**src/rtl/zsub_pkg.sv**
```systemverilog
// Shared types for the zero-substitution line encoder.
// Assumes: one slot per bit period in the lookahead window.
package zsub_pkg;

    // Role of one bit period inside the lookahead window.
    typedef enum logic [2:0] {
        K_IDLE = 3'd0,   // reset filler, never part of a zero run
        K_ZERO = 3'd1,   // plain zero, may still be rewritten
        K_ONE  = 3'd2,   // ordinary mark
        K_BPUL = 3'd3,   // balancing pulse inserted by substitution
        K_VPUL = 3'd4    // violation pulse inserted by substitution
    } kind_e;

    // One window slot: coded role plus the raw rails for pass-through.
    typedef struct packed {
        kind_e kind;
        logic  rp;
        logic  rn;
    } slot_t;

endpackage

```
**src/rtl/zsub_capture.sv**
```systemverilog
// Input capture stage of the line encoder.
// Registers the terminal-side inputs on the falling clock edge and
// forms the data bit: tx_pos_in alone in single-rail form, OR of rails
// in dual-rail form. Assumes inputs settle before the falling edge.
module zsub_capture (
    input  logic clk,
    input  logic rst_n,
    input  logic single_rail,
    input  logic pos_in,
    input  logic neg_in,
    output logic data_o,
    output logic rp_o,
    output logic rn_o
);

    // Falling-edge capture of data bit and raw rails.
    always_ff @(negedge clk) begin
        if (!rst_n) begin
            data_o <= 1'b0;
            rp_o   <= 1'b0;
            rn_o   <= 1'b0;
        end else begin
            data_o <= single_rail ? pos_in : (pos_in | neg_in);
            rp_o   <= pos_in;
            rn_o   <= single_rail ? 1'b0 : neg_in;
        end
    end

endmodule

```
**src/rtl/zsub_window.sv**
```systemverilog
// Lookahead window and substitution logic.
// A new slot enters each rising edge. When the arriving zero completes a
// run of RUN zeros (3 for B3ZS, 4 for HDB3), the new slot becomes V and,
// if the mark parity since the last substitution is even, the first zero
// of the run becomes B. Assumes DEPTH >= the HDB3 run length.
module zsub_window #(
    parameter int DEPTH = 4
) (
    input  logic            clk,
    input  logic            rst_n,
    input  logic            enc,
    input  logic            hdb3,
    input  logic            data_i,
    input  logic            rp_i,
    input  logic            rn_i,
    output zsub_pkg::slot_t head_o
);
    import zsub_pkg::*;

    localparam int B3_RUN = 3;
    localparam int HD_RUN = 4;

    slot_t win [DEPTH];
    slot_t nxt [DEPTH];
    logic  odd_q;
    logic  odd_d;
    logic  subst;
    int    run_len;

    // Next window contents, run detection and parity update.
    always_comb begin
        run_len = hdb3 ? HD_RUN : B3_RUN;
        subst   = enc && !data_i;
        for (int k = 0; k < DEPTH - 1; k++) begin
            if (k < run_len - 1 && win[k].kind != K_ZERO) subst = 1'b0;
        end
        nxt[0].kind = data_i ? K_ONE : K_ZERO;
        nxt[0].rp   = rp_i;
        nxt[0].rn   = rn_i;
        for (int k = 1; k < DEPTH; k++) nxt[k] = win[k-1];
        odd_d = odd_q;
        if (enc && data_i) odd_d = !odd_q;
        if (subst) begin
            nxt[0].kind = K_VPUL;
            if (!odd_q) begin
                for (int k = 1; k < DEPTH; k++) begin
                    if (k == run_len - 1) nxt[k].kind = K_BPUL;
                end
            end
            odd_d = 1'b0;
        end
    end

    // Window shift and parity register.
    always_ff @(posedge clk) begin
        if (!rst_n) begin
            for (int k = 0; k < DEPTH; k++) win[k] <= '{kind: K_IDLE, rp: 1'b0, rn: 1'b0};
            odd_q <= 1'b0;
        end else begin
            win   <= nxt;
            odd_q <= odd_d;
        end
    end

    assign head_o = win[DEPTH-1];

endmodule

```
**src/rtl/zsub_polarity.sv**
```systemverilog
// Output stage: turns slot roles into line pulses.
// Marks and B pulses take the opposite polarity of the last pulse; V
// repeats it. With the encoder off, raw rails are copied. Assumes the
// polarity state starts negative so the first pulse is positive.
module zsub_polarity (
    input  logic            clk,
    input  logic            rst_n,
    input  logic            enc,
    input  zsub_pkg::slot_t head_i,
    output logic            out_pos,
    output logic            out_neg
);
    import zsub_pkg::*;

    logic last_pos_q;

    // Registered pulse generation and polarity tracking.
    always_ff @(posedge clk) begin
        if (!rst_n) begin
            out_pos    <= 1'b0;
            out_neg    <= 1'b0;
            last_pos_q <= 1'b0;
        end else if (!enc) begin
            out_pos <= head_i.rp;
            out_neg <= head_i.rn;
        end else begin
            case (head_i.kind)
                K_ONE, K_BPUL: begin
                    out_pos    <= !last_pos_q;
                    out_neg    <= last_pos_q;
                    last_pos_q <= !last_pos_q;
                end
                K_VPUL: begin
                    out_pos <= last_pos_q;
                    out_neg <= !last_pos_q;
                end
                default: begin
                    out_pos <= 1'b0;
                    out_neg <= 1'b0;
                end
            endcase
        end
    end

endmodule

```
**src/rtl/zsub_line_encoder.sv**
```systemverilog
// Dual-mode zero-substitution line encoder, top level.
// Chains falling-edge capture, a DEPTH-slot lookahead window and the
// polarity stage. Single-rail form forces the encoder on. Assumes the
// configuration inputs change only while rst_n is low.
module zsub_line_encoder #(
    parameter int WIN_DEPTH = 4
) (
    input  logic       clk,
    input  logic       rst_n,
    input  logic       cfg_single_rail,
    input  logic [1:0] cfg_line_mode,
    input  logic       cfg_enc_en,
    input  logic       tx_pos_in,
    input  logic       tx_neg_in,
    output logic       line_pos,
    output logic       line_neg
);
    import zsub_pkg::*;

    localparam logic [1:0] MODE_E3 = 2'b10;

    logic  enc;
    logic  hdb3;
    logic  cap_data;
    logic  cap_rp;
    logic  cap_rn;
    slot_t head;

    // Effective encoder enable and code selection.
    always_comb begin
        enc  = cfg_single_rail | cfg_enc_en;
        hdb3 = (cfg_line_mode == MODE_E3);
    end

    zsub_capture i_capture (
        .clk         (clk),
        .rst_n       (rst_n),
        .single_rail (cfg_single_rail),
        .pos_in      (tx_pos_in),
        .neg_in      (tx_neg_in),
        .data_o      (cap_data),
        .rp_o        (cap_rp),
        .rn_o        (cap_rn)
    );

    zsub_window #(.DEPTH(WIN_DEPTH)) i_window (
        .clk    (clk),
        .rst_n  (rst_n),
        .enc    (enc),
        .hdb3   (hdb3),
        .data_i (cap_data),
        .rp_i   (cap_rp),
        .rn_i   (cap_rn),
        .head_o (head)
    );

    zsub_polarity i_polarity (
        .clk     (clk),
        .rst_n   (rst_n),
        .enc     (enc),
        .head_i  (head),
        .out_pos (line_pos),
        .out_neg (line_neg)
    );

endmodule

```
**config.mk**
```make
export PLATFORM = sky130hd
export DESIGN_NAME = zsub_line_encoder
export DESIGN_NICKNAME = d
export VERILOG_FILES = /design/src/rtl/zsub_pkg.sv /design/src/rtl/zsub_capture.sv /design/src/rtl/zsub_window.sv /design/src/rtl/zsub_polarity.sv /design/src/rtl/zsub_line_encoder.sv
export SDC_FILE = /design/constraint.sdc
export NUM_CORES = 1
export LEC_CHECK = 0
export BUFFER_PORTS_ARGS = -buffer_cell sky130_fd_sc_hd__buf_2
export CAP_MARGIN = 40
export CORE_MARGIN = 4
export CORE_UTILIZATION = 51
export CTS_CLUSTER_DIAMETER = 100
export DETAILED_ROUTE_END_ITERATION = 12
export GPL_TIMING_DRIVEN = 0
export PLACE_DENSITY = 0.77
export SLEW_MARGIN = 40
export SYNTH_ARGS = -nofsm -noshare
export SYNTH_HDL_FRONTEND = slang
export SYNTH_SLANG_ARGS = --single-unit
```
**constraint.sdc**
```tcl
create_clock -name clk -period 2.3 [get_ports clk]
set_clock_uncertainty 0.05 [all_clocks]
set_input_delay 0.46 -clock clk [delete_from_list [all_inputs] [get_ports clk]]
set_output_delay 0.46 -clock clk [all_outputs]
set_load 0.02 [all_outputs]
```
======== Word-level counts from Yosys, hierarchy flattened ========
Cells that the tools add are included.
storage, ports and cells
  bits in registers ....................... 27
  latch bits .............................. 0
  memory bits (writable) .................. 0
  bits in read-only memories .............. 0
  output and inout port bits .............. 2
  memories kept ........................... 0
operators by class
  add/subtract/negate cells ............... 1
  multiply operators ...................... 0
  divide/modulo/power cells ............... 0
  $lt $le $gt $ge ......................... 3
  eq/ne operators ......................... 10
  shift-type cells ........................ 0
  multiplexer cells ....................... 20
  bitwise gates (word level) .............. 3
  reductions and logical operators ........ 12
operator list
  cell                     number
  $eq A3 B32 Y1 const A    2
  $mux W3                  11
  $eq A2 B32 Y1 const A    1
  $lt A1 B32 Y1 const A    1
  $lt A2 B32 Y1 const A    1
  $lt A3 B32 Y1 const A    1
  $sub A32 B2 Y32 const B  1
  $ne A3 B1 Y1 const B     3
  $eq A3 B2 Y1 const B     2
  $mux W1                  6
  $reduce_or A2 Y1         3
  $logic_and A1 B1 Y1      5
  $pmux W1 S2              2
  $eq A3 B3 Y1 const B     1
  $logic_not A1 Y1         3
  $eq A2 B2 Y1 const B     1
  $mux W2                  1
  $or A1 B1 Y1             2
  $reduce_and A2 Y1        1
  $not A1 Y1               1

======== Logic depth before layout (Yosys ltp) ========
Gate-level depths: netlist (run 1).
  word-level depth ........................ 9
  gate-level depth with buffers ........... 3

======== Cells and area by module ========
A second synthesis (run 1) with hierarchy kept.
unflattened totals
  cells, all modules ...................... 87
  area total of the unflattened synthesis .. 948.4 sq um
by module, submodules not included
  module             times used  cells an instance  area an instance (sq um)  sequential area each (sq um)
  zsub_window        1           62                 695.7                     420.4
  zsub_polarity      1           15                 142.6                     60.1
  zsub_capture       1           8                  97.6                      60.1
  zsub_line_encoder  1           2                  12.5                      0.0

==> report_table.html, run 1 <==
<table>
<tr><th>Metric</th><th>Value</th></tr>
<tr><th colspan="2">Flow run</th></tr>
<tr><td>Maximum capacitance violations</td><td>0</td></tr>
<tr><th colspan="2">Floorplan</th></tr>
<tr><td>Width of the die</td><td>~51 um</td></tr>
<tr><td># IOs</td><td>10</td></tr>
<tr><td>Starting Density</td><td>~54%</td></tr>
<tr><td>Die extent in y</td><td>51.1 um</td></tr>
<tr><td>CORE AREA</td><td>between 1500 and 2000 sq um</td></tr>
<tr><td>FP Rows</td><td>15</td></tr>
<tr><td>Die area</td><td>approximately 2600 sq um</td></tr>
<tr><th colspan="2">Global routing</th></tr>
<tr><td>Global-route wire length before repair</td><td>2430 um</td></tr>
<tr><td>Leftover overflow at the end of global routing</td><td>0</td></tr>
<tr><td>Largest net degree at the start of global routing</td><td>17</td></tr>
<tr><td>Total Routing Usage GR</td><td>approximately an eighth</td></tr>
<tr><td>Via count of the first global-routing pass</td><td>a little under 600</td></tr>
<tr><td>Antenna violations before repair</td><td>0</td></tr>
<tr><th colspan="2">Yosys</th></tr>
<tr><td>Number of cells produced by synthesis</td><td>83</td></tr>
<tr><td>Cells taking the most area after synthesis</td><td>sky130_fd_sc_hd__dfxtp_1, sky130_fd_sc_hd__and2_1, sky130_fd_sc_hd__o41ai_2, sky130_fd_sc_hd__a2111oi_4, sky130_fd_sc_hd__nand4bb_4</td></tr>
<tr><td>Register bit total from synthesis</td><td>27</td></tr>
<tr><td>Dominant register cell in the synthesized netlist</td><td>sky130_fd_sc_hd__dfxtp_1</td></tr>
<tr><td>EDFF count, synth</td><td>0</td></tr>
<tr><td>Sequential cell area fraction in the yosys report</td><td>between 50 and 60%</td></tr>
<tr><td>Number of distinct library cells after synthesis</td><td>27</td></tr>
<tr><td>Leading area contributor after synthesis</td><td>sky130_fd_sc_hd__dfxtp_1</td></tr>
<tr><td>Number of warning messages in the yosys log</td><td>0</td></tr>
<tr><td>Number of nets in the synthesized netlist</td><td>~90</td></tr>
<tr><td>Mapped cell area</td><td>roughly 950 sq um</td></tr>
<tr><td>Mean instance size in the synthesized netlist</td><td>11.4 sq um</td></tr>
<tr><td>Top-area cell type share of the netlist area</td><td>57.1%</td></tr>
<tr><td>Proportion of synthesized flip-flops having asynchronous set or reset</td><td>0%</td></tr>
<tr><th colspan="2">Worst setup path</th></tr>
<tr><td>Endpoint class of the critical path</td><td>register</td></tr>
<tr><td>Crit Reg-Reg Startpoint</td><td>i_capture.data_o$_SDFF_NN0_</td></tr>
<tr><td>Worst flop-to-flop path endpoint</td><td>i_window.head_o[3]$_SDFF_PN0_</td></tr>
<tr><td>CP Data Arrival Time</td><td>between 2000 and 3000 ps</td></tr>
<tr><td>Worst Setup EP</td><td>i_window.head_o[3]$_SDFF_PN0_</td></tr>
<tr><td>R2R depth</td><td>3</td></tr>
<tr><td>Req. time, crit path</td><td>about 2500 ps</td></tr>
<tr><td>R2r setup slk</td><td>-210 ps</td></tr>
<tr><td>Crit start category</td><td>register</td></tr>
<tr><td>Startpoint-to-endpoint class of the critical path</td><td>reg -&gt; reg</td></tr>
<tr><td>Launch point of the critical path</td><td>i_capture.data_o$_SDFF_NN0_</td></tr>
<tr><td>Worst-path fanout max</td><td>2</td></tr>
<tr><th colspan="2">Cells and area</th></tr>
<tr><td>Final Non-Filler Cells</td><td>125</td></tr>
<tr><td>Footprint of the multi-input gates</td><td>between 400 and 500 sq um</td></tr>
<tr><td>Diodes inserted</td><td>0</td></tr>
<tr><td>Share of final-layout standard cells stronger than drive strength 1</td><td>between 20% and 30%</td></tr>
<tr><td>Final #Nets</td><td>109</td></tr>
<tr><td>FILL cells</td><td>between 100 and 150</td></tr>
<tr><td>Synth-to-Final Area Change</td><td>15.9%</td></tr>
<tr><td>Largest reg by FF count</td><td>i_window.win</td></tr>
<tr><td>Max FFs per register</td><td>9</td></tr>
<tr><td>Post-route cell area</td><td>roughly 1100 sq um</td></tr>
<tr><td>Register cell area after layout</td><td>around 540 sq um</td></tr>
<tr><th colspan="2">Clocking</th></tr>
<tr><td>Number of buffers on the longest clock path</td><td>2</td></tr>
<tr><td>TritonCTS clock tree</td><td>done</td></tr>
<tr><td>Sinks on Clock Net</td><td>27</td></tr>
<tr><td>Clock Latency Late Sink</td><td>between 300 and 400 ps</td></tr>
<tr><td>Root buffer selected by CTS</td><td>sky130_fd_sc_hd__clkbuf_4</td></tr>
<tr><td>Hold bufs inserted after CTS</td><td>0</td></tr>
<tr><td>H-tree lvl count</td><td>1</td></tr>
<tr><td>Clock-pin slew on the worst setup and hold paths</td><td>~150 ps</td></tr>
<tr><td>Clock buffers created by TritonCTS</td><td>3</td></tr>
<tr><th colspan="2">Power and ir drop</th></tr>
<tr><td>Clock Power Share</td><td>a little under 30%</td></tr>
<tr><td>Worst IR drop on VDD</td><td>between 0.5 and 0.6 mV</td></tr>
<tr><td>Cell-internal power</td><td>between 500 and 600 uW</td></tr>
<tr><td>Logic pwr share</td><td>around 7.2%</td></tr>
<tr><td>Reported leakage power</td><td>between 0.0004 and 0.0005 uW</td></tr>
<tr><td>Net Sw Frac</td><td>24.1%</td></tr>
<tr><td>Net switching power figure</td><td>between 150 and 200 uW</td></tr>
<tr><td>Reg power frac</td><td>between 60 and 70%</td></tr>
<tr><td>Power density cells</td><td>around 710 nW/um^2</td></tr>
<tr><th colspan="2">Timing</th></tr>
<tr><td>Final count of hold timing violations</td><td>0</td></tr>
<tr><td>Setup repair after global routing missed its margin</td><td>yes</td></tr>
<tr><td>Final max-slew violation count</td><td>0</td></tr>
<tr><td>Slew margin rel.</td><td>between 70% and 80%</td></tr>
<tr><td>Measured slew at the worst slew-check pin</td><td>around 360 ps</td></tr>
<tr><td>Final Setup Violations</td><td>5</td></tr>
<tr><td>Minimum setup slack in the final design</td><td>-210 ps</td></tr>
<tr><th colspan="2">Detailed routing</th></tr>
<tr><td>Wl on met1</td><td>approximately 660 um</td></tr>
<tr><td>1st-pass router iterations</td><td>4</td></tr>
<tr><td>Routed wire length</td><td>about 1400 um</td></tr>
<tr><td>Final ANT Viol Nets</td><td>0</td></tr>
<tr><td>Wirelength per Cell</td><td>between 10 and 15 um</td></tr>
<tr><td>Via count</td><td>just over 600</td></tr>
<tr><td>DRC marker count from the first detailed-route iteration</td><td>9</td></tr>
<tr><td>Wire length on met2</td><td>roughly 620 um</td></tr>
<tr><td>Vias/cell</td><td>about 4.9</td></tr>
<tr><td>Highest Signal Layer</td><td>met4</td></tr>
<tr><td>Number of design rule violations left after detail routing</td><td>0</td></tr>
<tr><td>Met3 Wirelength</td><td>46 um</td></tr>
<tr><th colspan="2">Place</th></tr>
<tr><td>IO buf count</td><td>9</td></tr>
<tr><td>Area after DPL</td><td>~1000 sq um</td></tr>
<tr><td>Placer Congestion</td><td>about 0.78</td></tr>
<tr><td>Cell count after placement</td><td>~120</td></tr>
<tr><td>Estimated wirelength of the detail-placed design</td><td>~1000 um</td></tr>
<tr><th colspan="2">Outcome</th></tr>
<tr><td>Run status</td><td>finished, violations left</td></tr>
<tr><td>Failing checks</td><td>negative setup slack</td></tr>
<tr><th colspan="2">Worst hold path</th></tr>
<tr><td>Worst hold path class</td><td>in -&gt; reg</td></tr>
<tr><td>Worst hold path cell count</td><td>3</td></tr>
</table>
-- Yosys cell counts, types with 2 or more instances --
cell	instances
sky130_fd_sc_hd__nor4b_1	2
sky130_fd_sc_hd__nand2_1	3
sky130_fd_sc_hd__nor2_1	2
sky130_fd_sc_hd__inv_1	4
sky130_fd_sc_hd__o21ai_0	4
sky130_fd_sc_hd__and2_1	16
sky130_fd_sc_hd__a211oi_1	2
sky130_fd_sc_hd__or2_2	2
sky130_fd_sc_hd__clkbuf_1	2
sky130_fd_sc_hd__a21oi_1	2
sky130_fd_sc_hd__dfxtp_1	27
sky130_fd_sc_hd__o41ai_2	2
-- power by group through the flow --
stage / sequential [uW] / combinational, uW / clock, uW
after floorplan: 503 / 32.7 / 10.9
after global placement: 503 / 48.0 / 10.9
after detailed placement: 503 / 49.1 / 10.9
after CTS: 493 / 51.9 / 230
after global routing: 495 / 62.3 / 262
final: 493 / 55.6 / 226
-- layout make-up --
| cell class | count | share of cell area, % |
|---|---|---|
| Buffer | 2 | 0.684 |
| Multi-Input combinational cell | 50 | 36.7 |
| Tap cell | 25 | 2.85 |
| Clock inverter | 4 | 1.82 |
| Timing Repair Buffer | 11 | 5.47 |
| Inverter | 3 | 1.03 |
| Sequential cell | 27 | 49.4 |
| Clock buffer | 3 | 2.05 |
-- metrics by stage --
step                TNS [ps]  setup WS, ps  total power (uW)  hold slack (ps)  utilization, %
detailed placement      -434          -197               563              369            58.9
floorplan               -263          -149               546              362               -
global route           -1150          -292               819              391            62.9
finish                  -715          -210               774              389            62.9
global placement        -392          -197               562              364            58.9
CTS                     -341          -205               774              390            61.5
-- per-layer routing --
layer,track usage (%),vias up
li1,-,316
met1,14.9,281
met2,21.0,10
met3,1.75,4
met4,4.04,0
met5,0,-
-- cell usage in the layout (no fill, tap or decap), drive strengths merged, types with 2 or more instances in the layout --
master	synthesis	final
buf	0	11
or2	3	3
nor4b	2	2
o21ai	4	4
nand2	3	3
a21oi	2	2
o41ai	2	2
and2	17	17
inv	4	6
dfxtp	27	27
a211oi	2	2
clkbuf	2	5
or3	2	2
nor2	2	2
-- kinds of logic after synthesis --
kind of cell / after synthesis / share of synthesized area [%]
and+or+nand+nor: 36 / 26.7
DFF: 27 / 57.1
AOI/OAI and AO/OA: 13 / 12.9
buffers and inverters: 6 / 2.38
xor gates and xnor gates: 1 / 0.925
-- worst min-delay path by stage --
| stage | from | end | slack (ps) |
|---|---|---|---|
| 2_1_floorplan | i_window.nxt[0]$_SDFF_PN0_ | i_window.head_o[0]$_SDFF_PN0_ | 360 |
| 3_3_place_gp | i_window.nxt[10]$_SDFF_PN0_ | i_window.nxt[5]$_SDFF_PN0_ | 360 |
| 3_5_place_dp | i_window.nxt[10]$_SDFF_PN0_ | i_window.nxt[5]$_SDFF_PN0_ | 370 |
| 4_1_cts | cfg_enc_en | i_polarity.out_neg$_SDFF_PN0_ | 390 |
| 5_1_grt | cfg_enc_en | i_polarity.out_neg$_SDFF_PN0_ | 390 |
| 6_report | cfg_enc_en | i_polarity.out_neg$_SDFF_PN0_ | 390 |
-- critical path, stage by stage, from the launching register on --
cell and delay [ps]:
sky130_fd_sc_hd__dfxtp_2 310, sky130_fd_sc_hd__or2_4 220, sky130_fd_sc_hd__or3_4 350, sky130_fd_sc_hd__o41ai_4 280
-- timing repair --
action                                  4_1_cts  5_1_grt
gates resized for setup                       0        2
endpoints found under the setup margin        2        5
setup buffers                                 1        1
pin swaps                                     1        1
endpoints found under the hold margin         0        0
Note: power is estimated with default switching activity, not from simulation.
==> run 2: changes to the inputs <==
ABC_AREA = 1   (was unset)
==> report_table.html, run 2 <==
<table>
<tr><th>Metric</th><th>Value</th></tr>
<tr><th colspan="2">Outcome</th></tr>
<tr><td>Run status</td><td>finished, final reports clean (was finished, violations left)</td></tr>
<tr><th colspan="2">Yosys</th></tr>
<tr><td>EDFF count, synth</td><td>0 (unchanged)</td></tr>
<tr><td>Leading area contributor after synthesis</td><td>sky130_fd_sc_hd__dfxtp_1 (unchanged)</td></tr>
<tr><td>Cells taking the most area after synthesis</td><td>sky130_fd_sc_hd__dfxtp_1, sky130_fd_sc_hd__inv_1, sky130_fd_sc_hd__nand2_1, sky130_fd_sc_hd__nor2_1, sky130_fd_sc_hd__nand3_1 (was sky130_fd_sc_hd__dfxtp_1, sky130_fd_sc_hd__and2_1, sky130_fd_sc_hd__o41ai_2, sky130_fd_sc_hd__a2111oi_4, sky130_fd_sc_hd__nand4bb_4)</td></tr>
<tr><td>Mapped cell area</td><td>942 sq um (was 947 sq um)</td></tr>
<tr><td>Number of nets in the synthesized netlist</td><td>129 (was 91)</td></tr>
<tr><td>Mean instance size in the synthesized netlist</td><td>7.79 sq um (was 11.4 sq um)</td></tr>
<tr><td>Number of distinct library cells after synthesis</td><td>16 (was 27)</td></tr>
<tr><td>Number of warning messages in the yosys log</td><td>0 (unchanged)</td></tr>
<tr><td>Register bit total from synthesis</td><td>27 (unchanged)</td></tr>
<tr><td>Top-area cell type share of the netlist area</td><td>57.4% (was 57.1%)</td></tr>
<tr><td>Sequential cell area fraction in the yosys report</td><td>57.4% (was 57.1%)</td></tr>
<tr><td>Number of cells produced by synthesis</td><td>121 (was 83)</td></tr>
<tr><td>Proportion of synthesized flip-flops having asynchronous set or reset</td><td>0% (unchanged)</td></tr>
<tr><td>Leading cell types by count after synthesis</td><td>sky130_fd_sc_hd__inv_1, sky130_fd_sc_hd__dfxtp_1, sky130_fd_sc_hd__nand2_1 (was sky130_fd_sc_hd__dfxtp_1, sky130_fd_sc_hd__and2_1, sky130_fd_sc_hd__inv_1, sky130_fd_sc_hd__o21ai_0, sky130_fd_sc_hd__nand2_1)</td></tr>
<tr><td>Most frequent cell after synthesis</td><td>sky130_fd_sc_hd__inv_1 (was sky130_fd_sc_hd__dfxtp_1)</td></tr>
<tr><td>Dominant register cell in the synthesized netlist</td><td>sky130_fd_sc_hd__dfxtp_1 (unchanged)</td></tr>
<tr><th colspan="2">Timing</th></tr>
<tr><td>Final Setup Violations</td><td>0 (was 5)</td></tr>
<tr><td>Measured slew at the worst slew-check pin</td><td>193 ps (was 361 ps)</td></tr>
<tr><td>Post-route setup TNS</td><td>0 ps (was -715 ps)</td></tr>
<tr><td>Final Hold Slack</td><td>347 ps (was 389 ps)</td></tr>
<tr><td>Setup repair after global routing missed its margin</td><td>no (was yes)</td></tr>
<tr><td>Final count of hold timing violations</td><td>0 (unchanged)</td></tr>
<tr><td>Slew margin rel.</td><td>87.1% (was 75.9%)</td></tr>
<tr><td>Final max-slew violation count</td><td>0 (unchanged)</td></tr>
<tr><th colspan="2">Detailed routing</th></tr>
<tr><td>Wirelength per Cell</td><td>8.60 um (was 10.8 um)</td></tr>
<tr><td>Number of design rule violations left after detail routing</td><td>0 (unchanged)</td></tr>
<tr><td>DRC marker count from the first detailed-route iteration</td><td>16 (was 9)</td></tr>
<tr><td>Final ANT Viol Nets</td><td>0 (unchanged)</td></tr>
<tr><td>Via count</td><td>735 (was 611)</td></tr>
<tr><td>Routed wire length</td><td>1380 um (was 1350 um)</td></tr>
<tr><td>Vias/cell</td><td>4.57 (was 4.89)</td></tr>
<tr><td>1st-pass router iterations</td><td>4 (unchanged)</td></tr>
<tr><th colspan="2">Global routing</th></tr>
<tr><td>Global-route wire length before repair</td><td>2530 um (was 2430 um)</td></tr>
<tr><td>Largest net degree at the start of global routing</td><td>17 (unchanged)</td></tr>
<tr><td>Via count of the first global-routing pass</td><td>685 (was 595)</td></tr>
<tr><td>Antenna violations before repair</td><td>0 (unchanged)</td></tr>
<tr><td>Total Routing Usage GR</td><td>13.0% (was 12.0%)</td></tr>
<tr><td>Leftover overflow at the end of global routing</td><td>0 (unchanged)</td></tr>
<tr><th colspan="2">Floorplan</th></tr>
<tr><td>Starting Density</td><td>54.0% (was 54.3%)</td></tr>
<tr><td>Die area</td><td>2600 sq um (was 2610 sq um)</td></tr>
<tr><td>CORE AREA</td><td>1750 sq um (unchanged)</td></tr>
<tr><td>Width of the die</td><td>51.0 um (was 51.1 um)</td></tr>
<tr><td>FP Rows</td><td>15 (unchanged)</td></tr>
<tr><td>Die extent in y</td><td>51.0 um (was 51.1 um)</td></tr>
<tr><td># IOs</td><td>10 (unchanged)</td></tr>
<tr><th colspan="2">Power and ir drop</th></tr>
<tr><td>Net Sw Frac</td><td>25.0% (was 24.1%)</td></tr>
<tr><td>Logic pwr share</td><td>7.0% (was 7.2%)</td></tr>
<tr><td>Worst IR drop on VDD</td><td>0.485 mV (was 0.574 mV)</td></tr>
<tr><td>Cell-internal power</td><td>580 uW (was 587 uW)</td></tr>
<tr><td>Reg power frac</td><td>63.5% (was 63.7%)</td></tr>
<tr><td>Reported leakage power</td><td>0.000616 uW (was 0.000465 uW)</td></tr>
<tr><td>Clock Power Share</td><td>29.5% (was 29.1%)</td></tr>
<tr><td>Net switching power figure</td><td>194 uW (was 187 uW)</td></tr>
<tr><td>Power density cells</td><td>732 nW/um^2 (was 705 nW/um^2)</td></tr>
<tr><th colspan="2">Cells and area</th></tr>
<tr><td>Most frequent cells in the layout</td><td>sky130_fd_sc_hd__inv_1, sky130_fd_sc_hd__dfxtp_1, sky130_fd_sc_hd__nand2_1 (was sky130_fd_sc_hd__dfxtp_1, sky130_fd_sc_hd__and2_1, sky130_fd_sc_hd__buf_2)</td></tr>
<tr><td>Most frequent standard cell in the layout excluding fill and tap cells</td><td>sky130_fd_sc_hd__inv_1 (was sky130_fd_sc_hd__dfxtp_1)</td></tr>
<tr><td>Diodes inserted</td><td>0 (unchanged)</td></tr>
<tr><td>Share of final-layout standard cells stronger than drive strength 1</td><td>13.2% (was 28.0%)</td></tr>
<tr><td>Largest reg by FF count</td><td>i_window.win (unchanged)</td></tr>
<tr><td>Final #Nets</td><td>145 (was 109)</td></tr>
<tr><td>Post-route cell area</td><td>1060 sq um (was 1100 sq um)</td></tr>
<tr><td>Core Util, Final</td><td>60.6% (was 62.9%)</td></tr>
<tr><td>Synth-to-Final Area Change</td><td>12.2% (was 15.9%)</td></tr>
<tr><td>Final Non-Filler Cells</td><td>161 (was 125)</td></tr>
<tr><td>Max FFs per register</td><td>9 (unchanged)</td></tr>
<tr><th colspan="2">Clocking</th></tr>
<tr><td>TritonCTS clock tree</td><td>done (unchanged)</td></tr>
<tr><td>Clock Latency Late Sink</td><td>380 ps (about the same)</td></tr>
<tr><td>H-tree lvl count</td><td>1 (unchanged)</td></tr>
<tr><td>Number of buffers on the longest clock path</td><td>2 (unchanged)</td></tr>
<tr><td>Root buffer selected by CTS</td><td>sky130_fd_sc_hd__clkbuf_4 (unchanged)</td></tr>
<tr><td>PostCTS Resize Cnt</td><td>0 (unchanged)</td></tr>
<tr><td>Hold bufs inserted after CTS</td><td>0 (unchanged)</td></tr>
<tr><td>Clock buffers created by TritonCTS</td><td>3 (unchanged)</td></tr>
<tr><td>Sinks on Clock Net</td><td>27 (unchanged)</td></tr>
<tr><td>Post-CTS repair timing setup buffer count</td><td>0 (was 1)</td></tr>
<tr><td>Clock-pin slew on the worst setup and hold paths</td><td>150 ps (about the same)</td></tr>
<tr><th colspan="2">Worst setup path</th></tr>
<tr><td>Worst-path fanout max</td><td>4 (was 2)</td></tr>
<tr><td>Startpoint-to-endpoint class of the critical path</td><td>reg -&gt; reg (unchanged)</td></tr>
<tr><td>R2R depth</td><td>5 (was 3)</td></tr>
<tr><td>Slowest cell on crit path</td><td>sky130_fd_sc_hd__dfxtp_1 (was sky130_fd_sc_hd__or3_4)</td></tr>
<tr><td>Crit start category</td><td>register (unchanged)</td></tr>
<tr><td>Req. time, crit path</td><td>2510 ps (was 2490 ps)</td></tr>
<tr><td>Sum of buffers and inverters on the critical path</td><td>1 (was 0)</td></tr>
<tr><td>Family with the most delay on the worst path</td><td>flip-flops (was simple AND/OR/NAND/NOR gates)</td></tr>
<tr><td>R2r setup slk</td><td>130 ps (was -210 ps)</td></tr>
<tr><td>Endpoint class of the critical path</td><td>register (unchanged)</td></tr>
<tr><td>CP max stage delay</td><td>340 ps (was 350 ps)</td></tr>
<tr><td>CP Data Arrival Time</td><td>2380 ps (was 2700 ps)</td></tr>
<tr><td>Crit. path cell count</td><td>5 (was 3)</td></tr>
<tr><td>Worst-path cell chain</td><td>inv_2 &gt; nand3_1 &gt; nor2_2 &gt; nand4_1 &gt; a21oi_1 (was or2_4 &gt; or3_4 &gt; o41ai_4)</td></tr>
<tr><th colspan="2">Worst hold path</th></tr>
<tr><td>Worst hold path class</td><td>in -&gt; reg (unchanged)</td></tr>
<tr><td>Worst hold path cell count</td><td>3 (unchanged)</td></tr>
<tr><th colspan="2">Place</th></tr>
<tr><td>Area after DPL</td><td>1020 sq um (was 1030 sq um)</td></tr>
<tr><td>IO buf count</td><td>9 (unchanged)</td></tr>
<tr><td>Cell count after placement</td><td>155 (was 117)</td></tr>
<tr><td>Placer Congestion</td><td>0.695 (was 0.778)</td></tr>
<tr><td>Estimated wirelength of the detail-placed design</td><td>1040 um (was 1020 um)</td></tr>
<tr><th colspan="2">Flow run</th></tr>
<tr><td>Maximum capacitance violations</td><td>0 (unchanged)</td></tr>
</table>
## run 2: cell count changes after synthesis, sizes merged, moves of 7 or more
cell,previous run,this run
and2,17,0
inv,4,33
nand2,3,25
nand3,0,7
nor2,2,14
## run 2: cells by family (layout without fill, tap and decap cells)
kind of cell	Yosys count	after routing	share of synthesized area (%)
compound gates	7	7	4.12
flops	27	27	57.4
buf+inv	35	50	14.2
xor+xnor	1	1	0.930
simple gates	51	51	23.4
## run 2: metal layers
layer	vias to the layer above	GRT usage (%)	wire, um
met2	14	23.6	715
met3	2	3.50	59
li1	384	-	-
met4	0	8.07	14
met5	-	0	0
met1	335	12.9	594
## run 2: worst min-delay path, stage by stage
cell and delay, ps:
sky130_fd_sc_hd__buf_2 120, sky130_fd_sc_hd__o21ai_0 70, sky130_fd_sc_hd__a31oi_1 40
## run 2: final timing paths
path	from	endpoint
max	i_capture.data_o$_SDFF_NN0_	i_window.head_o[3]$_SDFF_PN0_
min	rst_n	i_polarity.out_pos$_SDFF_PN0_
max reg2reg	i_capture.data_o$_SDFF_NN0_	i_window.head_o[3]$_SDFF_PN0_
min reg2reg	i_window.nxt[6]$_SDFF_PN0_	i_window.nxt[1]$_SDFF_PN0_
## run 2: stage by stage
stage | setup slack, ps | power (uW)
global route | 37.5 | 816
detailed placement | 34.6 | 567
finish | 132 | 774
CTS | 109 | 783
global placement | 53.5 | 564
floorplan | 241 | 550
## run 2: layout make-up
| cell class | count | area (sq um) |
|---|---|---|
| Sequential cell | 27 | 541 |
| Clock inverter | 4 | 20.0 |
| Timing Repair Buffer | 9 | 45.0 |
| Inverter | 32 | 120 |
| Multi-Input combinational cell | 59 | 268 |
| Buffer | 2 | 10.0 |
| Fill cell | 167 | 688 |
| Tap cell | 25 | 31.3 |
| Clock buffer | 3 | 22.5 |
## run 2: power groups by stage
stage                     clock network, uW  registers [uW]  logic, uW
after global routing                    258             494       63.1
after global placement                 10.9             501       52.2
after detailed placement               10.9             502       54.2
after CTS                               236             492       54.7
after floorplan                        10.9             502       37.0
final                                   228             492       54.2
==> run 3: changes to the inputs <==
SYNTH_HIERARCHICAL = 1   (was unset)
==> report_table.html, run 3 <==
<table>
<tr><th>Metric</th><th>Value</th></tr>
<tr><th colspan="2">Clocking</th></tr>
<tr><td>Clock Latency Late Sink</td><td>380 ps (about the same)</td></tr>
<tr><td>H-tree lvl count</td><td>1 (unchanged)</td></tr>
<tr><td>Sinks on Clock Net</td><td>27 (unchanged)</td></tr>
<tr><td>Clock buffers created by TritonCTS</td><td>3 (unchanged)</td></tr>
<tr><td>TritonCTS clock tree</td><td>done (unchanged)</td></tr>
<tr><td>Clock-pin slew on the worst setup and hold paths</td><td>140 ps (was 150 ps)</td></tr>
<tr><td>Hold bufs inserted after CTS</td><td>0 (unchanged)</td></tr>
<tr><td>Root buffer selected by CTS</td><td>sky130_fd_sc_hd__clkbuf_4 (unchanged)</td></tr>
<tr><td>Number of buffers on the longest clock path</td><td>2 (unchanged)</td></tr>
<tr><th colspan="2">Yosys</th></tr>
<tr><td>Leading area contributor after synthesis</td><td>sky130_fd_sc_hd__dfxtp_1 (unchanged)</td></tr>
<tr><td>EDFF count, synth</td><td>0 (unchanged)</td></tr>
<tr><td>Dominant register cell in the synthesized netlist</td><td>sky130_fd_sc_hd__dfxtp_1 (unchanged)</td></tr>
<tr><td>Number of warning messages in the yosys log</td><td>6 (was 0)</td></tr>
<tr><td>Leading cell types by count after synthesis</td><td>sky130_fd_sc_hd__inv_1, sky130_fd_sc_hd__nand2_1, sky130_fd_sc_hd__dfxtp_1 (was sky130_fd_sc_hd__inv_1, sky130_fd_sc_hd__dfxtp_1, sky130_fd_sc_hd__nand2_1)</td></tr>
<tr><td>Mean instance size in the synthesized netlist</td><td>7.59 sq um (was 7.79 sq um)</td></tr>
<tr><td>Proportion of synthesized flip-flops having asynchronous set or reset</td><td>0% (unchanged)</td></tr>
<tr><td>Register bit total from synthesis</td><td>27 (unchanged)</td></tr>
<tr><td>Sequential cell area fraction in the yosys report</td><td>56.1% (was 57.4%)</td></tr>
<tr><td>Most frequent cell after synthesis</td><td>sky130_fd_sc_hd__inv_1 (unchanged)</td></tr>
<tr><td>Top-area cell type share of the netlist area</td><td>56.1% (was 57.4%)</td></tr>
<tr><td>Number of distinct library cells after synthesis</td><td>12 (was 16)</td></tr>
<tr><td>Number of cells produced by synthesis</td><td>127 (was 121)</td></tr>
<tr><td>Cells taking the most area after synthesis</td><td>sky130_fd_sc_hd__dfxtp_1, sky130_fd_sc_hd__inv_1, sky130_fd_sc_hd__nand2_1, sky130_fd_sc_hd__nor2_1, sky130_fd_sc_hd__buf_4 (was sky130_fd_sc_hd__dfxtp_1, sky130_fd_sc_hd__inv_1, sky130_fd_sc_hd__nand2_1, sky130_fd_sc_hd__nor2_1, sky130_fd_sc_hd__nand3_1)</td></tr>
<tr><td>Number of nets in the synthesized netlist</td><td>135 (was 129)</td></tr>
<tr><td>Mapped cell area</td><td>963 sq um (was 942 sq um)</td></tr>
<tr><th colspan="2">Place</th></tr>
<tr><td>Placer Congestion</td><td>0.761 (was 0.695)</td></tr>
<tr><td>IO buf count</td><td>9 (unchanged)</td></tr>
<tr><td>Estimated wirelength of the detail-placed design</td><td>1040 um (about the same)</td></tr>
<tr><td>Area after DPL</td><td>1040 sq um (was 1020 sq um)</td></tr>
<tr><td>Pre-CTS WS</td><td>122 ps (was 34.6 ps)</td></tr>
<tr><th colspan="2">Worst setup path</th></tr>
<tr><td>Crit start category</td><td>register (unchanged)</td></tr>
<tr><td>Crit. path cell count</td><td>6 (was 5)</td></tr>
<tr><td>Sum of buffers and inverters on the critical path</td><td>0 (was 1)</td></tr>
<tr><td>R2r setup slk</td><td>120 ps (was 130 ps)</td></tr>
<tr><td>CP max stage delay</td><td>330 ps (was 340 ps)</td></tr>
<tr><td>Slowest cell on crit path</td><td>sky130_fd_sc_hd__dfxtp_2 (was sky130_fd_sc_hd__dfxtp_1)</td></tr>
<tr><td>R2R depth</td><td>6 (was 5)</td></tr>
<tr><td>Worst-path fanout max</td><td>4 (unchanged)</td></tr>
<tr><td>Startpoint-to-endpoint class of the critical path</td><td>reg -&gt; reg (unchanged)</td></tr>
<tr><td>Worst-path cell chain</td><td>nor2_2 &gt; nand2_1 &gt; nor2_2 &gt; nand2_2 &gt; nand2_2 &gt; nor2_1 (was inv_2 &gt; nand3_1 &gt; nor2_2 &gt; nand4_1 &gt; a21oi_1)</td></tr>
<tr><td>Req. time, crit path</td><td>2480 ps (was 2510 ps)</td></tr>
<tr><td>Family with the most delay on the worst path</td><td>simple AND/OR/NAND/NOR gates (was flip-flops)</td></tr>
<tr><td>Endpoint class of the critical path</td><td>register (unchanged)</td></tr>
<tr><td>CP Data Arrival Time</td><td>2360 ps (was 2380 ps)</td></tr>
<tr><th colspan="2">Timing</th></tr>
<tr><td>Setup repair after global routing missed its margin</td><td>no (unchanged)</td></tr>
<tr><td>Final Setup Violations</td><td>0 (unchanged)</td></tr>
<tr><td>Minimum setup slack in the final design</td><td>121 ps (was 132 ps)</td></tr>
<tr><td>Slew margin rel.</td><td>84.7% (was 87.1%)</td></tr>
<tr><td>Measured slew at the worst slew-check pin</td><td>229 ps (was 193 ps)</td></tr>
<tr><td>Post-route setup TNS</td><td>0 ps (unchanged)</td></tr>
<tr><td>Final count of hold timing violations</td><td>0 (unchanged)</td></tr>
<tr><td>Final max-slew violation count</td><td>0 (unchanged)</td></tr>
<tr><td>Final Hold Slack</td><td>369 ps (was 347 ps)</td></tr>
<tr><th colspan="2">Global routing</th></tr>
<tr><td>Largest net degree at the start of global routing</td><td>16 (was 17)</td></tr>
<tr><td>Total Routing Usage GR</td><td>13.5% (was 13.0%)</td></tr>
<tr><td>Leftover overflow at the end of global routing</td><td>0 (unchanged)</td></tr>
<tr><td>Via count of the first global-routing pass</td><td>703 (was 685)</td></tr>
<tr><td>Antenna violations before repair</td><td>0 (unchanged)</td></tr>
<tr><td>Global-route wire length before repair</td><td>2590 um (was 2530 um)</td></tr>
<tr><th colspan="2">Floorplan</th></tr>
<tr><td>Die area</td><td>2650 sq um (was 2600 sq um)</td></tr>
<tr><td># IOs</td><td>10 (unchanged)</td></tr>
<tr><td>Starting Density</td><td>54.6% (was 54.0%)</td></tr>
<tr><td>Width of the die</td><td>51.5 um (was 51.0 um)</td></tr>
<tr><td>CORE AREA</td><td>1760 sq um (was 1750 sq um)</td></tr>
<tr><td>Die extent in y</td><td>51.5 um (was 51.0 um)</td></tr>
<tr><td>FP Rows</td><td>15 (unchanged)</td></tr>
<tr><th colspan="2">Power and ir drop</th></tr>
<tr><td>Worst IR drop on VDD</td><td>0.646 mV (was 0.485 mV)</td></tr>
<tr><td>Reported leakage power</td><td>0.000651 uW (was 0.000616 uW)</td></tr>
<tr><td>Power density cells</td><td>786 nW/um^2 (was 732 nW/um^2)</td></tr>
<tr><th colspan="2">Detailed routing</th></tr>
<tr><td>Wirelength per Cell</td><td>8.17 um (was 8.60 um)</td></tr>
<tr><td>DRC marker count from the first detailed-route iteration</td><td>9 (was 16)</td></tr>
<tr><td>Via count</td><td>710 (was 735)</td></tr>
<tr><td>Vias/cell</td><td>4.25 (was 4.57)</td></tr>
<tr><td>Routed wire length</td><td>1360 um (was 1380 um)</td></tr>
<tr><td>Final ANT Viol Nets</td><td>0 (unchanged)</td></tr>
<tr><td>Number of design rule violations left after detail routing</td><td>0 (unchanged)</td></tr>
<tr><td>1st-pass router iterations</td><td>4 (unchanged)</td></tr>
<tr><th colspan="2">Cells and area</th></tr>
<tr><td>Final #Nets</td><td>151 (was 145)</td></tr>
<tr><td>Max FFs per register</td><td>9 (unchanged)</td></tr>
<tr><td>Diodes inserted</td><td>0 (unchanged)</td></tr>
<tr><td>Most frequent standard cell in the layout excluding fill and tap cells</td><td>sky130_fd_sc_hd__inv_1 (unchanged)</td></tr>
<tr><td>Most frequent cells in the layout</td><td>sky130_fd_sc_hd__inv_1, sky130_fd_sc_hd__nand2_1, sky130_fd_sc_hd__dfxtp_1 (was sky130_fd_sc_hd__inv_1, sky130_fd_sc_hd__dfxtp_1, sky130_fd_sc_hd__nand2_1)</td></tr>
<tr><td>Share of final-layout standard cells stronger than drive strength 1</td><td>18.3% (was 13.2%)</td></tr>
<tr><td>Post-route cell area</td><td>1110 sq um (was 1060 sq um)</td></tr>
<tr><td>Synth-to-Final Area Change</td><td>15.1% (was 12.2%)</td></tr>
<tr><td>Largest reg by FF count</td><td>i_window/win (was i_window.win)</td></tr>
<tr><th colspan="2">Worst hold path</th></tr>
<tr><td>Worst hold path cell count</td><td>3 (unchanged)</td></tr>
<tr><td>Worst hold path class</td><td>in -&gt; reg (unchanged)</td></tr>
<tr><th colspan="2">Outcome</th></tr>
<tr><td>Run status</td><td>finished, final reports clean (unchanged)</td></tr>
<tr><th colspan="2">Flow run</th></tr>
<tr><td>Maximum capacitance violations</td><td>0 (unchanged)</td></tr>
</table>
==> run 3: path summary, 6_finish.rpt <==
kind                                                  start                       endpoint
worst max-delay path            i_capture/data_o$_SDFF_NN0_    i_window/win[17]$_SDFF_PP0_
worst min-delay path                                  rst_n  i_polarity/out_neg$_SDFF_PN0_
worst max register to register  i_capture/data_o$_SDFF_NN0_    i_window/win[17]$_SDFF_PP0_
worst min register to register   i_window/win[9]$_SDFF_PN0_  i_window/head_o[4]$_SDFF_PN0_
==> run 3: metrics by stage <==
stage | total power [uW] | std cells | utilization [%]
3_5_place_dp | 562 | 161 | 58.9
2_1_floorplan | 546 | 127 | -
4_1_cts | 876 | 167 | 62.3
3_3_place_gp | 559 | 161 | 58.9
5_1_grt | 915 | 167 | 62.8
6_report | 872 | 167 | 62.8
==> run 3: logic make-up (layout without fill, tap and decap cells) <==
family | Yosys count | in the layout | share of synthesized area [%]
xor+xnor | 1 | 1 | 0.909
buf+inv | 39 | 54 | 17.4
simple gates | 55 | 55 | 23.0
flops | 27 | 27 | 56.1
compound gates | 5 | 5 | 2.60
==> run 3: repair_timing <==
action / 4_1_cts / 5_1_grt
endpoints found under the setup margin: 0 / 3
resized for setup: 0 / 4
setup buffers: 0 / 0
==> run 3: area by class of cell <==
cell class | count | area [sq um]
fillers | 182 | 656
flip-flops and latches | 27 | 542
inverters | 31 | 116
plain buffers | 7 | 47.5
clock buffers | 3 | 22.5
repair buffers | 9 | 45.0
well taps | 25 | 31.3
clock inverters | 4 | 41.3
multi-input cells | 61 | 263
==> run 3: report_power, final <==
part | total [uW] | switching, uW | internal (uW)
Clock | 329 | 146 | 183
Combinational | 50.2 | 29.4 | 20.8
Sequential | 492 | 8.03 | 484
==> run 3: per-layer routing <==
| layer | global-route usage, % | up-vias | routed length, um |
|---|---|---|---|
| li1 | - | 385 | - |
| met1 | 14.1 | 311 | 596 |
| met2 | 23.7 | 12 | 687 |
| met3 | 3.50 | 2 | 62 |
| met4 | 8.30 | 0 | 17 |
| met5 | 0 | - | 0 |
==> run 3: worst register-to-register path: stages, from the launching register on <==
cell and delay (ps):
sky130_fd_sc_hd__dfxtp_2 330, sky130_fd_sc_hd__nor2_2 70, sky130_fd_sc_hd__nand2_1 80, sky130_fd_sc_hd__nor2_2 160
sky130_fd_sc_hd__nand2_2 80, sky130_fd_sc_hd__nand2_2 80, sky130_fd_sc_hd__nor2_1 40
